<file path="src/rtl/rtp_pkg.sv">
package rtp_pkg;

  typedef struct packed {
    logic       irq_mask;
    logic       rsvd;
    logic [1:0] rate;
    logic       cnt_en;
    logic       tick_en;
    logic       osc_en;
    logic       disp_en;
  } rtp_ctrl_t;

  localparam logic       ADDR_CTRL  = 1'b0;
  localparam logic       ADDR_CNT   = 1'b1;
  localparam logic [7:0] CTRL_WMASK = 8'hBF;

endpackage

</file>
<file path="src/rtl/rtp_divider.sv">
module rtp_divider #(
  parameter int RATE0_LOG2 = 5,
  parameter int RATE1_LOG2 = 9,
  parameter int RATE2_LOG2 = 12,
  parameter int RATE3_LOG2 = 18,
  parameter int TICK_LOG2  = 19
) (
  input  logic       clk,
  input  logic       rst_n,
  input  logic       restart,
  input  logic       adv,
  input  logic [1:0] rate_sel,
  output logic       step,
  output logic       tick
);

  localparam int RL [4] = '{RATE0_LOG2, RATE1_LOG2, RATE2_LOG2, RATE3_LOG2};
  localparam int M01 = (RATE0_LOG2 > RATE1_LOG2) ? RATE0_LOG2 : RATE1_LOG2;
  localparam int M23 = (RATE2_LOG2 > RATE3_LOG2) ? RATE2_LOG2 : RATE3_LOG2;
  localparam int MR  = (M01 > M23) ? M01 : M23;
  localparam int PW  = (MR > TICK_LOG2) ? MR : TICK_LOG2;

  logic [PW-1:0] div_q, div_d;
  logic [3:0]    hit;
  logic          live;

  // terminal count of each divide ratio: all low bits set
  for (genvar g = 0; g < 4; g++) begin : g_rate
    assign hit[g] = &div_q[RL[g]-1:0];
  end

  assign live = adv & ~restart;
  assign step = live & hit[rate_sel];
  assign tick = live & (&div_q[TICK_LOG2-1:0]);

  always_comb begin
    div_d = div_q;
    if (restart)  div_d = '0;
    else if (adv) div_d = div_q + 1'b1;
  end

  always_ff @(posedge clk or negedge rst_n) begin
    if (!rst_n) div_q <= '0;
    else        div_q <= div_d;
  end

endmodule

</file>
<file path="src/rtl/rtp_counter.sv">
module rtp_counter #(
  parameter int W = 8
) (
  input  logic         clk,
  input  logic         rst_n,
  input  logic         load,
  input  logic [W-1:0] load_val,
  input  logic         step,
  output logic [W-1:0] count,
  output logic [W-1:0] reload,
  output logic         wrap
);

  logic [W-1:0] count_d, reload_d;

  assign wrap = step & ~load & (&count);

  always_comb begin
    count_d  = count;
    reload_d = reload;
    if (load) begin
      count_d  = load_val;
      reload_d = load_val;
    end else if (wrap) begin
      count_d = reload;
    end else if (step) begin
      count_d = count + 1'b1;
    end
  end

  always_ff @(posedge clk or negedge rst_n) begin
    if (!rst_n) begin
      count  <= '0;
      reload <= '0;
    end else begin
      count  <= count_d;
      reload <= reload_d;
    end
  end

endmodule

</file>
<file path="src/rtl/rate_timer.sv">
module rate_timer
  import rtp_pkg::*;
#(
  parameter int RATE0_LOG2 = 5,
  parameter int RATE1_LOG2 = 9,
  parameter int RATE2_LOG2 = 12,
  parameter int RATE3_LOG2 = 18,
  parameter int TICK_LOG2  = 19
) (
  input  logic       clk,
  input  logic       rst_n,
  input  logic       osc_tick,
  input  logic       reg_addr,
  input  logic       wr_en,
  input  logic [7:0] wr_data,
  output logic [7:0] rd_data,
  output logic       ovf_irq,
  output logic       tick_irq
);

  rtp_ctrl_t  ctrl_q, ctrl_d;
  logic       ctrl_wr, cnt_wr;
  logic       adv, step_raw, step, tick_raw, wrap;
  logic [7:0] cnt_val, cnt_reload;
  logic       ovf_d, tick_d;

  assign ctrl_wr = wr_en & (reg_addr == ADDR_CTRL);
  assign cnt_wr  = wr_en & (reg_addr == ADDR_CNT);
  assign adv     = osc_tick & ctrl_q.osc_en;

  rtp_divider #(
    .RATE0_LOG2 (RATE0_LOG2),
    .RATE1_LOG2 (RATE1_LOG2),
    .RATE2_LOG2 (RATE2_LOG2),
    .RATE3_LOG2 (RATE3_LOG2),
    .TICK_LOG2  (TICK_LOG2)
  ) u_div (
    .clk      (clk),
    .rst_n    (rst_n),
    .restart  (ctrl_wr),
    .adv      (adv),
    .rate_sel (ctrl_q.rate),
    .step     (step_raw),
    .tick     (tick_raw)
  );

  assign step = step_raw & ctrl_q.cnt_en;

  rtp_counter #(.W(8)) u_cnt (
    .clk      (clk),
    .rst_n    (rst_n),
    .load     (cnt_wr),
    .load_val (wr_data),
    .step     (step),
    .count    (cnt_val),
    .reload   (cnt_reload),
    .wrap     (wrap)
  );

  always_comb begin
    ctrl_d = ctrl_q;
    if (ctrl_wr) ctrl_d = rtp_ctrl_t'(wr_data & CTRL_WMASK);
    ovf_d  = wrap & ~ctrl_q.irq_mask;
    tick_d = tick_raw & ctrl_q.tick_en & ~ctrl_q.irq_mask;
  end

  always_ff @(posedge clk or negedge rst_n) begin
    if (!rst_n) begin
      ctrl_q   <= '0;
      ovf_irq  <= 1'b0;
      tick_irq <= 1'b0;
    end else begin
      ctrl_q   <= ctrl_d;
      ovf_irq  <= ovf_d;
      tick_irq <= tick_d;
    end
  end

  assign rd_data = (reg_addr == ADDR_CNT) ? cnt_val : ctrl_q;

endmodule

</file>
<file path="config.mk">
export PLATFORM = sky130hd
export DESIGN_NAME = rate_timer
export DESIGN_NICKNAME = d
export VERILOG_FILES = /design/src/rtl/rtp_pkg.sv /design/src/rtl/rtp_divider.sv /design/src/rtl/rtp_counter.sv /design/src/rtl/rate_timer.sv
export SDC_FILE = /design/constraint.sdc
export NUM_CORES = 1
export LEC_CHECK = 0
export ABC_CLOCK_PERIOD_IN_PS = 3350
export BUFFER_PORTS_ARGS = -buffer_cell sky130_fd_sc_hd__buf_2
export CORE_AREA = 2 2 81 83
export DETAILED_ROUTE_END_ITERATION = 8
export DIE_AREA = 0 0 83 85
export HOLD_SLACK_MARGIN = 0.15
export SETUP_SLACK_MARGIN = 0.15
export SLEW_MARGIN = 20
export SYNTH_ARGS = -nofsm -noshare
export SYNTH_HDL_FRONTEND = slang
export SYNTH_SLANG_ARGS = --single-unit
</file>
<file path="constraint.sdc">
create_clock -name clk -period 3.35 [get_ports clk]
set_clock_uncertainty 0.2 [all_clocks]
set_input_delay 0.1675 -clock clk [delete_from_list [all_inputs] [get_ports clk]]
set_output_delay 0.1675 -clock clk [all_outputs]
set_load 0.02 [all_outputs]
</file>
== Word-level counts from Yosys, hierarchy flattened ==
Index checks and enable logic that the tools add are counted.
Storage, ports and cells
  bits in writable memories: 0
  bits in latches: 0
  memories kept: 0
  logic and storage cells: 46
  input port bits: 13
  output and inout port bits: 10
  bits in registers: 44
  memory bits (read-only): 0
Operators by class
  add/subtract/negate cells: 2
  bitwise operators: 16
  order comparisons: 1
  multipliers: 0
  mux-type cells: 8
  reductions and logical operators: 8
  equal/unequal tests: 0
  div/mod/pow operators: 0
  shifts and indexed selects: 0
Operator list (number)
  two-way mux 19 bit: 2
  two-way mux 8 bit: 4
  adder 19 x 1 -> 19 bit, second input constant: 1
  AND reduction 19 bit: 1
  AND reduction 18 bit: 1
  bitwise AND 1 bit: 12
  AND reduction 12 bit: 1
  AND reduction 9 bit: 1
  adder 8 x 1 -> 8 bit, second input constant: 1
  AND reduction 8 bit: 1
  AND reduction 5 bit: 1
  inverter 1 bit: 4
  less-than comparator 2 x 3 -> 1 bit, second input constant: 1
  nonzero test 3 bit: 1
  binary-select mux 1 bit (select 2 bit): 1
  nonzero test 2 bit: 1
  two-way mux 1 bit: 1

== Depth between registers and ports, before layout ==
  depth after elaboration: 10
  depth in mapped cells: 10
  depth with buffers taken out: 9

== Modules after synthesis ==
A second synthesis with hierarchy kept.
Second synthesis, totals
  cells, all modules: 214
  area, all modules: 2352.3 um^2
By module, submodules not included
  rtp_divider: cells each 103, instances 1, area each 1028.5 um^2, seq. area each 475.5 um^2
  rtp_counter: cells each 79, instances 1, area each 834.6 um^2, seq. area each 400.4 um^2
  rate_timer: cells each 32, instances 1, area each 489.2 um^2, seq. area each 225.2 um^2

== Worst setup path after synthesis ==
OpenSTA, ideal clock, no wires.
  path type: register to register
  start point: reg u_div.div_q[0]
  end point: reg u_cnt.count[3]
  path buffers: 1
  setup time: 0.082 ns
  data arrival time: 2.218 ns
  data required time: 3.068 ns
  stages on the path, launching flop included: 11
  path slack: 0.851 ns
  clock period less this slack: 2.499 ns
  path through: dfrtp_1 ha_1 nand3_1 nor2_1 ha_1 mux2_4 o2111a_2 and2_4 buf_6 a211o_1 a31oi_1
Between the ends
  word-level cells in the longest chain between the ends: 9
  elaborated cells on any way between the ends: 13
  those cells by class: mux (4); bitwise (4); reduce/logical (5)
Ends and longest elaborated chain
  start, declared: RTL line rtp_divider.sv:23  | logic [PW-1:0] div_q, div_d;
  start signal, assigned: RTL line rtp_divider.sv:44  | else div_q <= div_d;
  AND reduction 18 bit (tied with other cells): RTL line rtp_divider.sv:29  | assign hit[g] = &div_q[RL[g]-1:0];
  binary-select mux 1 bit (select 2 bit) (*): RTL line rtp_divider.sv:33  | assign step = live & hit[rate_sel];
  two-way mux 1 bit (not written as such) (*): RTL line rtp_divider.sv:33
  bitwise AND 1 bit (*): RTL line rtp_divider.sv:33
  bitwise AND 1 bit (*): RTL line rate_timer.sv:47  | assign step = step_raw & ctrl_q.cnt_en;
  bitwise AND 1 bit (2 in series): RTL line rtp_counter.sv:16  | assign wrap = step & ~load & (&count);
  two-way mux 8 bit: RTL line rtp_counter.sv:24  | end else if (wrap) begin
  two-way mux 8 bit: RTL line rtp_counter.sv:21  | if (load) begin
  end signal, assigned: RTL line rtp_counter.sv:36  | count <= count_d;
  end, declared: RTL line rtp_counter.sv:9  | output logic [W-1:0] count,
Mark *: on every way between the ends. The rest lies on a longest branch, timed or not. The select of a mux whose other input is x is not followed.
A chain may end at the register's enable or synchronous reset.

== Final worst setup path ==
Same ends and word-level chain as after synthesis.

==> flow_summary.json <==
{
  "ant_nets": 0,
  "wl_per_cell_um": 14.6,
  "die-area_um2": 7060,
  "crit_required_ps": 3360,
  "power_density_nw_per_um2": 464,
  "outcome": "completed",
  "nFillCells": 617,
  "netlist_instances": 265,
  "start_util_pct": 38.5,
  "cts_max_level": 2,
  "cp-end-kind": "flop",
  "p_leak_nw": 1.24,
  "root_buffer": "clkbuf_8",
  "cts.path.max_buffers": 2,
  "drt_iter0_drc": 154,
  "fin_tns_setup_ps": 0,
  "core_um2": 6200,
  "final_hold_viol_count": 0,
  "worstSetupPathType": "flop to flop",
  "clk_latency_ps": 290,
  "drv_cap": 0,
  "via_per_inst": 5.40,
  "detailed_place_hpwl_um": 3810,
  "post_cts_buffers": 0,
  "vdd_drop_max_mv": 0.225,
  "antenna_cells": 0,
  "period_share_pct": 78.4,
  "worst_ep_arrival_time_ps": 2640,
  "cts_tree": "done",
  "place_congestion": 0.804,
  "clkTransAtPathRegs_ps": 80,
  "min_period_ps": 2630,
  "yosysWarnings": 0,
  "area_growth_pct": 14.4,
  "drt_pre_antenna_iters": 4,
  "num_rows": 29,
  "tightest_slew_ps": 1010,
  "post-route-cell-area_um2": 2740,
  "synthDistinctLibCells": 41,
  "max_freq_mhz": 381,
  "crit_path_max_fanout": 9,
  "clock_sinks": 44,
  "numCtsBuffers": 5,
  "yosysSeqAreaShare_pct": 46.0,
  "synth_edf_count": 0,
  "grt_pass1_vias": 1957,
  "grt_max_degree": 45,
  "drc": 0,
  "final_nets": 310,
  "ys_seq_elements": 44,
  "start_kind": "flop",
  "place_area_um2": 2540,
  "synth_area_per_cell_um2": 9.02,
  "drive_above_1_share_pct": 15.3,
  "drv_slew": 0,
  "groute.usage.overall_pct": 16.8,
  "fp.dieH_um": 85,
  "setup_viol": 0,
  "netlist_area_um2": 2390,
  "grt_pass1_wl_um": 9540,
  "rsz0062_at_grt": "no",
  "routed_wl_um": 5430,
  "slew_headroom_pct": 32.3,
  "async_flop_share_pct": 100,
  "die_x_um": 83,
  "ioPinCount": 23,
  "hold_path.class": "input port to async pin",
  "via_count": 2004,
  "synth_flop_cell": "dfrtp_1",
  "hold_buffers": 10,
  "antenna_found_initial": 0,
  "port_buffers": 22,
  "grt.overflow.total": 0,
  "synth_nets": 282,
  "cts-resized-gates": 0
}
==> stage by stage <==
| step | hold WS [ps] | setup WS [ps] | power [mW] | std cells | util [%] |
|---|---|---|---|---|---|
| after floorplan | -328 | 851 | 0.836 | 265 | - |
| after global placement | 177 | 844 | 0.920 | 353 | 40.9 |
| after detailed placement | 181 | 755 | 0.925 | 353 | 40.9 |
| after CTS | 224 | 729 | 1.29 | 371 | 44.1 |
| after global routing | 247 | 597 | 1.36 | 371 | 44.1 |
| final | 204 | 722 | 1.27 | 371 | 44.1 |
==> worst paths after layout <==
| check | from | to | slack, ps | cells past startpoint |
|---|---|---|---|---|
| max in group asynchronous | rst_n | u_cnt.reload[4]$_DFFE_PN0P_ | 2360 | 2 |
| max reg2reg | u_div.div_q[0]$_DFFE_PN0P_ | u_cnt.count[3]$_DFFE_PN0P_ | 720 | 9 |
| min | rst_n | u_cnt.reload[7]$_DFFE_PN0P_ | 200 | 2 |
| max | u_div.div_q[0]$_DFFE_PN0P_ | u_cnt.count[3]$_DFFE_PN0P_ | 720 | 9 |
| min reg2reg | u_cnt.reload[7]$_DFFE_PN0P_ | u_cnt.reload[7]$_DFFE_PN0P_ | 280 | 2 |
| min in group clk | wr_en | ctrl_q[4]$_DFFE_PN0P_ | 250 | 4 |
==> worst max-delay path, cell delays in order, from the launching register on <==
cell	delay, ps
dfrtp_1	410
ha_1	220
nand3_1	220
nor2_1	100
ha_1	190
mux2_4	270
o2111a_2	290
and2_4	200
a211o_1	290
a31oi_1	170
==> sequential cells by signal, indices dropped and copies added (netlist names) <==
register / count
ovf_irq: 1
ctrl_q: 7
u_cnt.reload: 8
u_cnt.count: 8
tick_irq: 1
u_div.div_q: 19
==> final cells by class <==
type / count / area, um^2 / area share (%)
Clock buffer: 7 / 86.3 / 3.16
Clock inverter: 1 / 7.51 / 0.274
Inverter: 4 / 15.0 / 0.549
Multi-Input combinational cell: 205 / 1210 / 44.2
Sequential cell: 44 / 1100 / 40.2
Tap cell: 77 / 96.3 / 3.52
Timing Repair Buffer: 33 / 220 / 8.05
==> metal layers <==
layer	up-vias	track usage, %	part of all wire (%)	wire [um]
met5	-	0	0	0
met2	47	26.0	44	2380
met4	0	4.47	0.76	41
met3	2	3.79	4.8	261
li1	986	-	-	-
met1	969	23.8	51	2750
==> cells in the final DEF, fill, tap and decap left out, types with 2 or more instances in the layout <==
cell type / count
a211o_1: 3
a21oi_1: 9
a31oi_1: 7
a32oi_1: 3
and2_1: 3
and3_1: 3
and4_1: 4
buf_2: 21
buf_4: 2
clkbuf_8: 6
dfrtp_1: 44
dlygate4sd3_1: 10
ha_1: 4
inv_1: 4
mux2_2: 8
nand2_1: 67
nand3_1: 8
nand4_1: 8
nor2_1: 24
nor3_1: 8
nor4_1: 2
o21ai_0: 6
o31ai_1: 2
xnor2_1: 9
xor2_1: 11
==> power breakdown <==
group	internal [mW]	switching, mW
logic	0.113	0.150
registers	0.587	0.0743
clock network	0.168	0.179
total	0.868	0.403
==> logic make-up after synthesis <==
kind of cell	share of synthesized area (%)
simple gates	25.3
flops	46.0
compound gates	11.0
xor+xnor	7.33
buf+inv	3.45
mux	4.81
fa+ha+maj	2.09
==> synthesized netlist by cell type (2+ instances only) <==
library cell  number  area [um^2]
nand3_1            8         40.0
nand4_1            8         50.1
buf_6              2         22.5
nor4_1             2         12.5
a32oi_1            3         26.3
a211o_1            3         26.3
o31ai_1            2         15.0
and2_1             3         18.8
a21oi_1            9         45.0
and4_1             4         35.0
o21ai_0            6         30.0
inv_1              4         15.0
xor2_1            11         96.3
nand2_1           67          251
ha_1               4         50.1
and3_1             3         18.8
xnor2_1            9         78.8
clkbuf_1           8         30.0
mux2_2             8         90.1
a31oi_1            7         43.8
nor3_1             8         40.0
dfrtp_1           44         1100
nor2_1            24         90.1
No activity file was read; power rests on OpenSTA's default activity.
